--- src/rtl/pal_unpack_pkg.sv ---
package pal_unpack_pkg;

  localparam logic [2:0] DEPTH_8  = 3'd3;
  localparam logic [2:0] DEPTH_12 = 3'd4;

  typedef struct packed {
    logic [2:0] depth;
    logic       msb_first;
    logic       mono;
    logic       mono8;
  } pu_cfg_t;

  typedef enum logic [1:0] {ST_IDLE, ST_LOAD, ST_PIX} pu_state_e;

  // log2 of the pixel width in bits
  function automatic logic [2:0] pix_log2(pu_cfg_t c);
    if (c.mono && c.mono8) return 3'd3;
    case (c.depth)
      3'd0:    return 3'd0;
      3'd1:    return 3'd1;
      3'd2:    return 3'd2;
      3'd3:    return 3'd3;
      default: return 3'd4;
    endcase
  endfunction

  function automatic logic is_direct(pu_cfg_t c);
    return !(c.mono && c.mono8) && (c.depth >= DEPTH_12);
  endfunction

  function automatic logic wide_palette(pu_cfg_t c);
    return (c.depth == DEPTH_8) && !c.mono;
  endfunction

  function automatic logic [15:0] widen444(logic [11:0] e);
    return {e[11:8], e[11], e[7:4], e[7:6], e[3:0], e[3]};
  endfunction

  function automatic logic [15:0] grey4(logic [3:0] g);
    return {g, g[3], g, g[3:2], g, g[3]};
  endfunction

  function automatic logic [15:0] grey8(logic [7:0] v);
    return {v[7:3], v[7:2], v[7:3]};
  endfunction

endpackage

--- src/rtl/pu_palette.sv ---
module pu_palette #(
  parameter int WORD_W    = 32,
  parameter int PAL_DEPTH = 256,
  localparam int LANES    = WORD_W / 16,
  localparam int IDX_W    = $clog2(PAL_DEPTH),
  localparam int WI_W     = $clog2(PAL_DEPTH / LANES)
) (
  input  logic              clk,
  input  logic              wr_en,
  input  logic [WI_W-1:0]   wr_idx,
  input  logic [WORD_W-1:0] wr_data,
  input  logic [IDX_W-1:0]  rd_idx,
  output logic [15:0]       rd_data
);

  logic [15:0] mem [PAL_DEPTH];

  // one word fills LANES consecutive entries, lowest halfword first
  always_ff @(posedge clk) begin
    if (wr_en) begin
      for (int g = 0; g < LANES; g++) begin
        mem[IDX_W'(int'(wr_idx) * LANES + g)] <= wr_data[16*g +: 16];
      end
    end
  end

  assign rd_data = mem[rd_idx];

endmodule

--- src/rtl/pu_unpack.sv ---
module pu_unpack
  import pal_unpack_pkg::*;
#(
  parameter int WORD_W = 32
) (
  input  logic              clk,
  input  logic              rst_n,
  input  logic              load,
  input  logic [WORD_W-1:0] load_word,
  input  logic              advance,
  input  pu_cfg_t           cfg,
  output logic [15:0]       raw,
  output logic              word_vld,
  output logic              last_slot
);

  localparam int SLOT_W = $clog2(WORD_W);

  logic [WORD_W-1:0] word_q;
  logic [SLOT_W-1:0] slot_q;

  function automatic logic [15:0] grab(logic [WORD_W-1:0] w, logic [2:0] lg,
                                       logic [SLOT_W-1:0] slot, logic msb);
    int                off;
    logic [WORD_W-1:0] sh;
    logic [15:0]       mask;
    off  = msb ? (WORD_W - ((int'(slot) + 1) << lg)) : (int'(slot) << lg);
    sh   = w >> off;
    mask = 16'((32'd1 << (32'd1 << lg)) - 32'd1);
    return sh[15:0] & mask;
  endfunction

  assign raw       = grab(word_q, pix_log2(cfg), slot_q, cfg.msb_first);
  assign last_slot = (int'(slot_q) == (WORD_W >> pix_log2(cfg)) - 1);

  always_ff @(posedge clk) begin
    if (!rst_n) begin
      word_q   <= '0;
      slot_q   <= '0;
      word_vld <= 1'b0;
    end else if (load) begin
      word_q   <= load_word;
      slot_q   <= '0;
      word_vld <= 1'b1;
    end else if (advance) begin
      if (last_slot) word_vld <= 1'b0;
      else           slot_q   <= slot_q + 1'b1;
    end
  end

endmodule

--- src/rtl/pu_colour.sv ---
module pu_colour
  import pal_unpack_pkg::*;
(
  input  pu_cfg_t     cfg,
  input  logic [15:0] raw,
  input  logic [15:0] pal_entry,
  output logic [15:0] rgb
);

  always_comb begin
    if (is_direct(cfg))            rgb = raw;
    else if (cfg.mono && cfg.mono8) rgb = grey8(raw[7:0]);
    else if (cfg.mono)             rgb = grey4(pal_entry[3:0]);
    else                           rgb = widen444(pal_entry[11:0]);
  end

endmodule

--- src/rtl/pal_unpack.sv ---
module pal_unpack
  import pal_unpack_pkg::*;
#(
  parameter int WORD_W    = 32,
  parameter int PAL_DEPTH = 256
) (
  input  logic              clk,
  input  logic              rst_n,
  input  logic [WORD_W-1:0] fifo_data,
  input  logic              fifo_valid,
  input  logic              fifo_sof,
  output logic              fifo_ready,
  input  logic [2:0]        bpp_sel,
  input  logic              order_sel,
  input  logic              mono_en,
  input  logic              mono8_en,
  input  logic              pix_en,
  output logic [15:0]       pix_rgb,
  output logic              pix_valid
);

  localparam int LANES       = WORD_W / 16;
  localparam int IDX_W       = $clog2(PAL_DEPTH);
  localparam int WI_W        = $clog2(PAL_DEPTH / LANES);
  localparam int WORDS_WIDE  = PAL_DEPTH / LANES;
  localparam int WORDS_SMALL = 16 / LANES;

  pu_state_e   state_q;
  pu_cfg_t     cfg_q, cfg_in, cfg_now;
  logic [WI_W-1:0] widx_q, pal_widx, pal_last;

  // named events
  logic accept, sof_take, pal_we, pix_load, advance, underrun;
  logic in_idle, in_load, in_pix;
  logic word_vld, last_slot;
  logic [15:0] raw, pal_entry, colour;
  logic [IDX_W-1:0] pal_ridx;

  assign cfg_in   = '{depth: bpp_sel, msb_first: order_sel, mono: mono_en, mono8: mono8_en};
  assign in_idle  = (state_q == ST_IDLE);
  assign in_load  = (state_q == ST_LOAD);
  assign in_pix   = (state_q == ST_PIX);

  assign fifo_ready = !in_pix || !word_vld || (pix_en && last_slot);
  assign accept     = fifo_valid && fifo_ready;
  assign sof_take   = accept && fifo_sof;
  assign cfg_now    = sof_take ? cfg_in : cfg_q;
  assign pal_last   = wide_palette(cfg_now) ? WI_W'(WORDS_WIDE - 1) : WI_W'(WORDS_SMALL - 1);
  assign pal_we     = sof_take || (accept && in_load);
  assign pal_widx   = sof_take ? '0 : widx_q;
  assign pix_load   = accept && !fifo_sof && in_pix;
  assign advance    = pix_en && word_vld && in_pix;
  assign underrun   = pix_en && !(word_vld && in_pix);

  // grey modes only ever look at the first sixteen entries
  assign pal_ridx = cfg_q.mono ? IDX_W'(raw[3:0]) : raw[IDX_W-1:0];

  always_ff @(posedge clk) begin
    if (!rst_n) begin
      state_q <= ST_IDLE;
      cfg_q   <= '0;
      widx_q  <= '0;
    end else if (sof_take) begin
      cfg_q   <= cfg_in;
      widx_q  <= WI_W'(1);
      state_q <= ST_LOAD;
    end else if (accept && in_load) begin
      widx_q <= widx_q + 1'b1;
      if (widx_q == pal_last) state_q <= ST_PIX;
    end
  end

  pu_palette #(.WORD_W(WORD_W), .PAL_DEPTH(PAL_DEPTH)) u_pal (
    .clk     (clk),
    .wr_en   (pal_we),
    .wr_idx  (pal_widx),
    .wr_data (fifo_data),
    .rd_idx  (pal_ridx),
    .rd_data (pal_entry)
  );

  pu_unpack #(.WORD_W(WORD_W)) u_unpack (
    .clk       (clk),
    .rst_n     (rst_n),
    .load      (pix_load),
    .load_word (fifo_data),
    .advance   (advance),
    .cfg       (cfg_q),
    .raw       (raw),
    .word_vld  (word_vld),
    .last_slot (last_slot)
  );

  pu_colour u_colour (
    .cfg       (cfg_q),
    .raw       (raw),
    .pal_entry (pal_entry),
    .rgb       (colour)
  );

  always_ff @(posedge clk) begin
    if (!rst_n) begin
      pix_valid <= 1'b0;
      pix_rgb   <= '0;
    end else if (pix_en) begin
      pix_valid <= advance;
      if (advance) pix_rgb <= colour;
    end
  end

endmodule

--- config.mk ---
export PLATFORM = sky130hd
export DESIGN_NAME = pal_unpack
export DESIGN_NICKNAME = d
export VERILOG_FILES = /design/src/rtl/pal_unpack_pkg.sv /design/src/rtl/pu_palette.sv /design/src/rtl/pu_unpack.sv /design/src/rtl/pu_colour.sv /design/src/rtl/pal_unpack.sv
export SDC_FILE = /design/constraint.sdc
export NUM_CORES = 2
export LEC_CHECK = 0
export BUFFER_PORTS_ARGS = -buffer_cell sky130_fd_sc_hd__clkbuf_2
export CAP_MARGIN = 20
export CORE_MARGIN = 2
export CORE_UTILIZATION = 30
export DETAILED_ROUTE_END_ITERATION = 6
export PLACE_DENSITY = 0.5
export SETUP_SLACK_MARGIN = 0.05
export SYNTH_ARGS = -nofsm -noshare
export SYNTH_HDL_FRONTEND = slang
export SYNTH_SLANG_ARGS = --single-unit
--- constraint.sdc ---
create_clock -name clk -period 10.5 [get_ports clk]
set_input_delay 2.1 -clock clk [delete_from_list [all_inputs] [get_ports clk]]
set_output_delay 2.1 -clock clk [all_outputs]
set_load 0.005 [all_outputs]
==> flow_metrics.py <==
metrics = {
    "clock_tree": {
        "clockBufferDepth": 4,
        "hold_buffers": 0,
        "h-tree-depth": 5,
        "cts_setup_buffers": 0,
        "cts_tree": "yes",
        "cts_buffers": 335,
        "clock_sinks": 3142,
        "postCtsResizedCells": 0,
        "clk_latency_ns": 0.98,
        "clk_pin_slew_worst_paths_ns": 0.08,
        "cts_root_buffer": "clkbuf_16",
    },
    "cells_and_area": {
        "fillerInstances": 39179,
        "stdcell_area_um2": 145000,
        "final_core_util_pct": 34.7,
        "seq_area_um2": 93600,
        "nNetsFinal": 7347,
        "layout-drive-gt1-share_pct": 22.2,
        "multi_input_area_um2": 30100,
        "syn2layout_area_growth_pct": 14.8,
        "instances_no_fill": 13081,
    },
    "synth": {
        "synth-seq-area-share_pct": 74.4,
        "syn_inst": 6962,
        "synth_top_area_cell": "edfxtp_1",
        "synth-edff-count": 3072,
        "ys_types": 110,
        "netlist.area_leader.share_pct": 73.2,
        "ys_async_sr_fraction_pct": 0,
        "synth_ff_type": "edfxtp_1",
        "synth-seq-cells": 3142,
        "syn_avg_cell_area_um2": 18.1,
        "synthTopCellsByArea": "edfxtp_1 (73%), mux4_2 (10%), nand2_1 (2.4%)",
        "ys_warn_count": 0,
        "synth_area_um2": 126000,
    },
    "timing": {
        "drv_slew": 1,
        "fin_tns_setup_ns": 0,
        "rsz0062_at_grt": "no",
        "min_period_ns": 9.27,
        "skew_ns": 0.0801,
        "hold_viol": 0,
        "relSlewSlack_pct": -3.07,
        "fmax_ghz": 0.108,
        "setup_viol": 0,
        "min_period_over_period_pct": 88.3,
        "worst_slew_pin_slew_ns": 1.55,
    },
    "global_routing": {
        "grt_use_met1_pct": 28.6,
        "grt_usage_pct": 20.9,
        "grt_max_degree": 105,
        "use_met2_pct": 32.8,
        "use_met3_pct": 4.15,
        "grt_pass1_wl_mm": 615,
        "overflow": 0,
        "antenna_found_initial": 38,
        "grt.busiest_layer": "met2",
        "grt_pass1_vias": 70266,
    },
    "hold_path": {
        "worstHoldPathCells": 2,
        "worstHoldStart": "u_unpack.word_q[0]",
        "hold_end": "u_unpack.word_q[0]",
        "hp-class": "reg -> reg",
    },
    "setup_path": {
        "reg2reg_depth": 21,
        "worst-setup-path-type": "reg -> reg",
        "crit_arrival_ns": 10.10,
        "worst_r2r_endpoint": "pix_rgb[4]",
        "critical_path.max_fanout": 32,
        "reg2reg_slack_ns": 1.23,
        "r2r_start": "cfg_q[1]",
        "setup.worst_path.end_class": "flop",
        "startpoint_type": "flop",
        "worstPathRequired_ns": 11.33,
    },
    "detailed_routing": {
        "drtIter0Drc": 11065,
        "vias": 73174,
        "drc_errors": 0,
        "post_drt_wl_per_cell_um": 34.9,
        "vias_per_cell": 5.59,
        "first_pass_iters": 6,
        "wirelength_mm": 457,
        "postRouteAntennaNets": 0,
    },
    "floorplan": {
        "die_area_um2": 425000,
        "ios": 61,
        "num_rows": 237,
        "fp.dieH_um": 652,
        "start_util_pct": 30.2,
        "dieWidth_um": 652,
        "core_um2": 417000,
    },
    "status": {
        "failed_checks": "max-slew violations",
        "status": "complete, but fails checks",
    },
    "power_and_ir_drop": {
        "p_per_area_nw_per_um2": 182,
        "ir_worst_vdd_v": 0.000128,
        "power.total_uw": 26300,
        "p_leak_uw": 0.0455,
    },
    "placement": {
        "dp.cells": 12457,
        "placed_area_um2": 134000,
        "hpwlAfterDp_mm": 283,
        "gp_congestion": 0.917,
        "port_buffers": 60,
    },
    "flow_run": {
        "drv_cap": 0,
    },
}
==> per-layer routing <==
metal  vias to the layer above  part of all wire (%)
met5                         -                0.0072
met4                         6                   4.4
met3                       699                   9.5
met2                      4093                    46
met1                     39446                    40
li1                      28930                     -
==> state kept, by name (all words and copies together), names as in the netlist <==
signal / flops
pix_rgb: 16
cfg_q: 6
state_q: 2
u_unpack.word_q: 32
u_pal.mem: 3072
u_unpack.slot_q: 5
widx_q: 7
pix_valid: 1
u_unpack.word_vld: 1
==> Yosys cell counts (65+ instances only) <==
cell type / count
a22oi_1: 83
nand4_1: 72
nand3_1: 279
a31oi_1: 72
mux2i_1: 247
buf_4: 101
a21oi_1: 167
buf_2: 113
mux4_2: 573
nand2_1: 798
o21ai_0: 94
edfxtp_1: 3072
dfxtp_1: 70
o22ai_1: 65
clkbuf_1: 106
nor2_1: 288
==> worst max-delay path, stage by stage (launching register included) <==
cell and delay [ns]:
dfxtp_1 0.56, a211oi_4 1.01, o21ai_0 0.28, ha_1 0.42
nand2_1 0.15, o31ai_4 0.12, buf_4 0.45, mux2i_1 0.20
mux2i_1 0.34, mux2_2 0.24, mux2i_1 0.08, a2111oi_2 0.60
nand2_2 0.55, nor2_4 0.53, buf_4 0.55, nand2_1 0.73
nor2_1 0.75, a32oi_1 0.38, nand3_1 0.28, o21a_1 0.48
nand4_1 0.14, and3_1 0.21
==> cell type report <==
cell class / count / share of cell area [%]
antenna: 23 / 0.0398
clock buffer: 422 / 6.17
clock inverter: 179 / 1.10
inverter: 19 / 0.0493
multi-input combinational: 3390 / 20.8
sequential: 3142 / 64.7
tap: 5497 / 4.76
timing repair buffer: 409 / 2.34
==> worst max path at each step <==
stage / startpoint / to / slack (ns) / cells after the start
6_report: cfg_q[1] / pix_rgb[4] / 1.23 / 21
5_1_grt: cfg_q[1] / pix_rgb[14] / 0.84 / 20
4_1_cts: cfg_q[1] / pix_rgb[14] / 1.26 / 19
3_5_place_dp: cfg_q[1] / pix_rgb[14] / 1.33 / 19
3_3_place_gp: cfg_q[1] / pix_rgb[7] / 1.19 / 19
2_1_floorplan: cfg_q[5] / u_pal.mem[146][0] / 4.30 / 19
==> where the power goes <==
part | total (µW) | switching [µW] | internal (µW)
Clock | 11600 | 4990 | 6590
Sequential | 13800 | 9.24 | 13800
Combinational | 930 | 748 | 182
==> logic make-up (layout without fill, tap and decap cells) <==
logic type	after synthesis	count (layout)	synth area share (%)
DFF	3142	3142	74.4
and+or+nand+nor	1655	1655	5.84
muxes	862	862	12.7
AOI/OAI and AO/OA	844	844	4.67
buffers and inverters	432	1029	2.26
xor gates and xnor gates	19	19	0.132
adders and majority gates	7	7	0.0695
other	1	26	0.00298
==> through the flow <==
| step | worst slack (ns) | hold WS [ns] |
|---|---|---|
| final | 1.23 | 0.471 |
| after global routing | 0.837 | 0.508 |
| after CTS | 1.26 | 0.477 |
| after detailed placement | 1.33 | 0.471 |
| after global placement | 1.19 | 0.462 |
| after floorplan | 4.30 | 0.441 |
==> cells in the final DEF, fill, tap and decap left out, types with 13 or more instances in the layout <==
cell	n
nor2_4	17
nor2_1	147
dfxtp_1	70
a22o_1	16
mux2_2	32
and3_1	45
a22oi_1	83
nand3_1	275
a21boi_0	49
clkbuf_2	36
o21ai_0	94
bufinv_16	23
a32oi_1	25
edfxtp_1	3072
buf_6	26
nand4_1	72
nor3_1	50
inv_1	16
a211oi_1	18
a21oi_1	166
a221oi_1	28
clkinvlp_4	15
a31oi_1	71
nor4_1	25
mux2i_1	247
nor2_2	128
mux4_2	573
buf_12	22
o221ai_1	16
a311oi_1	16
clkinv_1	72
clkbuf_16	344
nand2_1	795
clkinv_2	49
o211ai_1	48
clkbuf_1	76
buf_4	322
or3_1	13
diode_2	23
o22ai_1	65
Power figures use the tool's default switching activity.
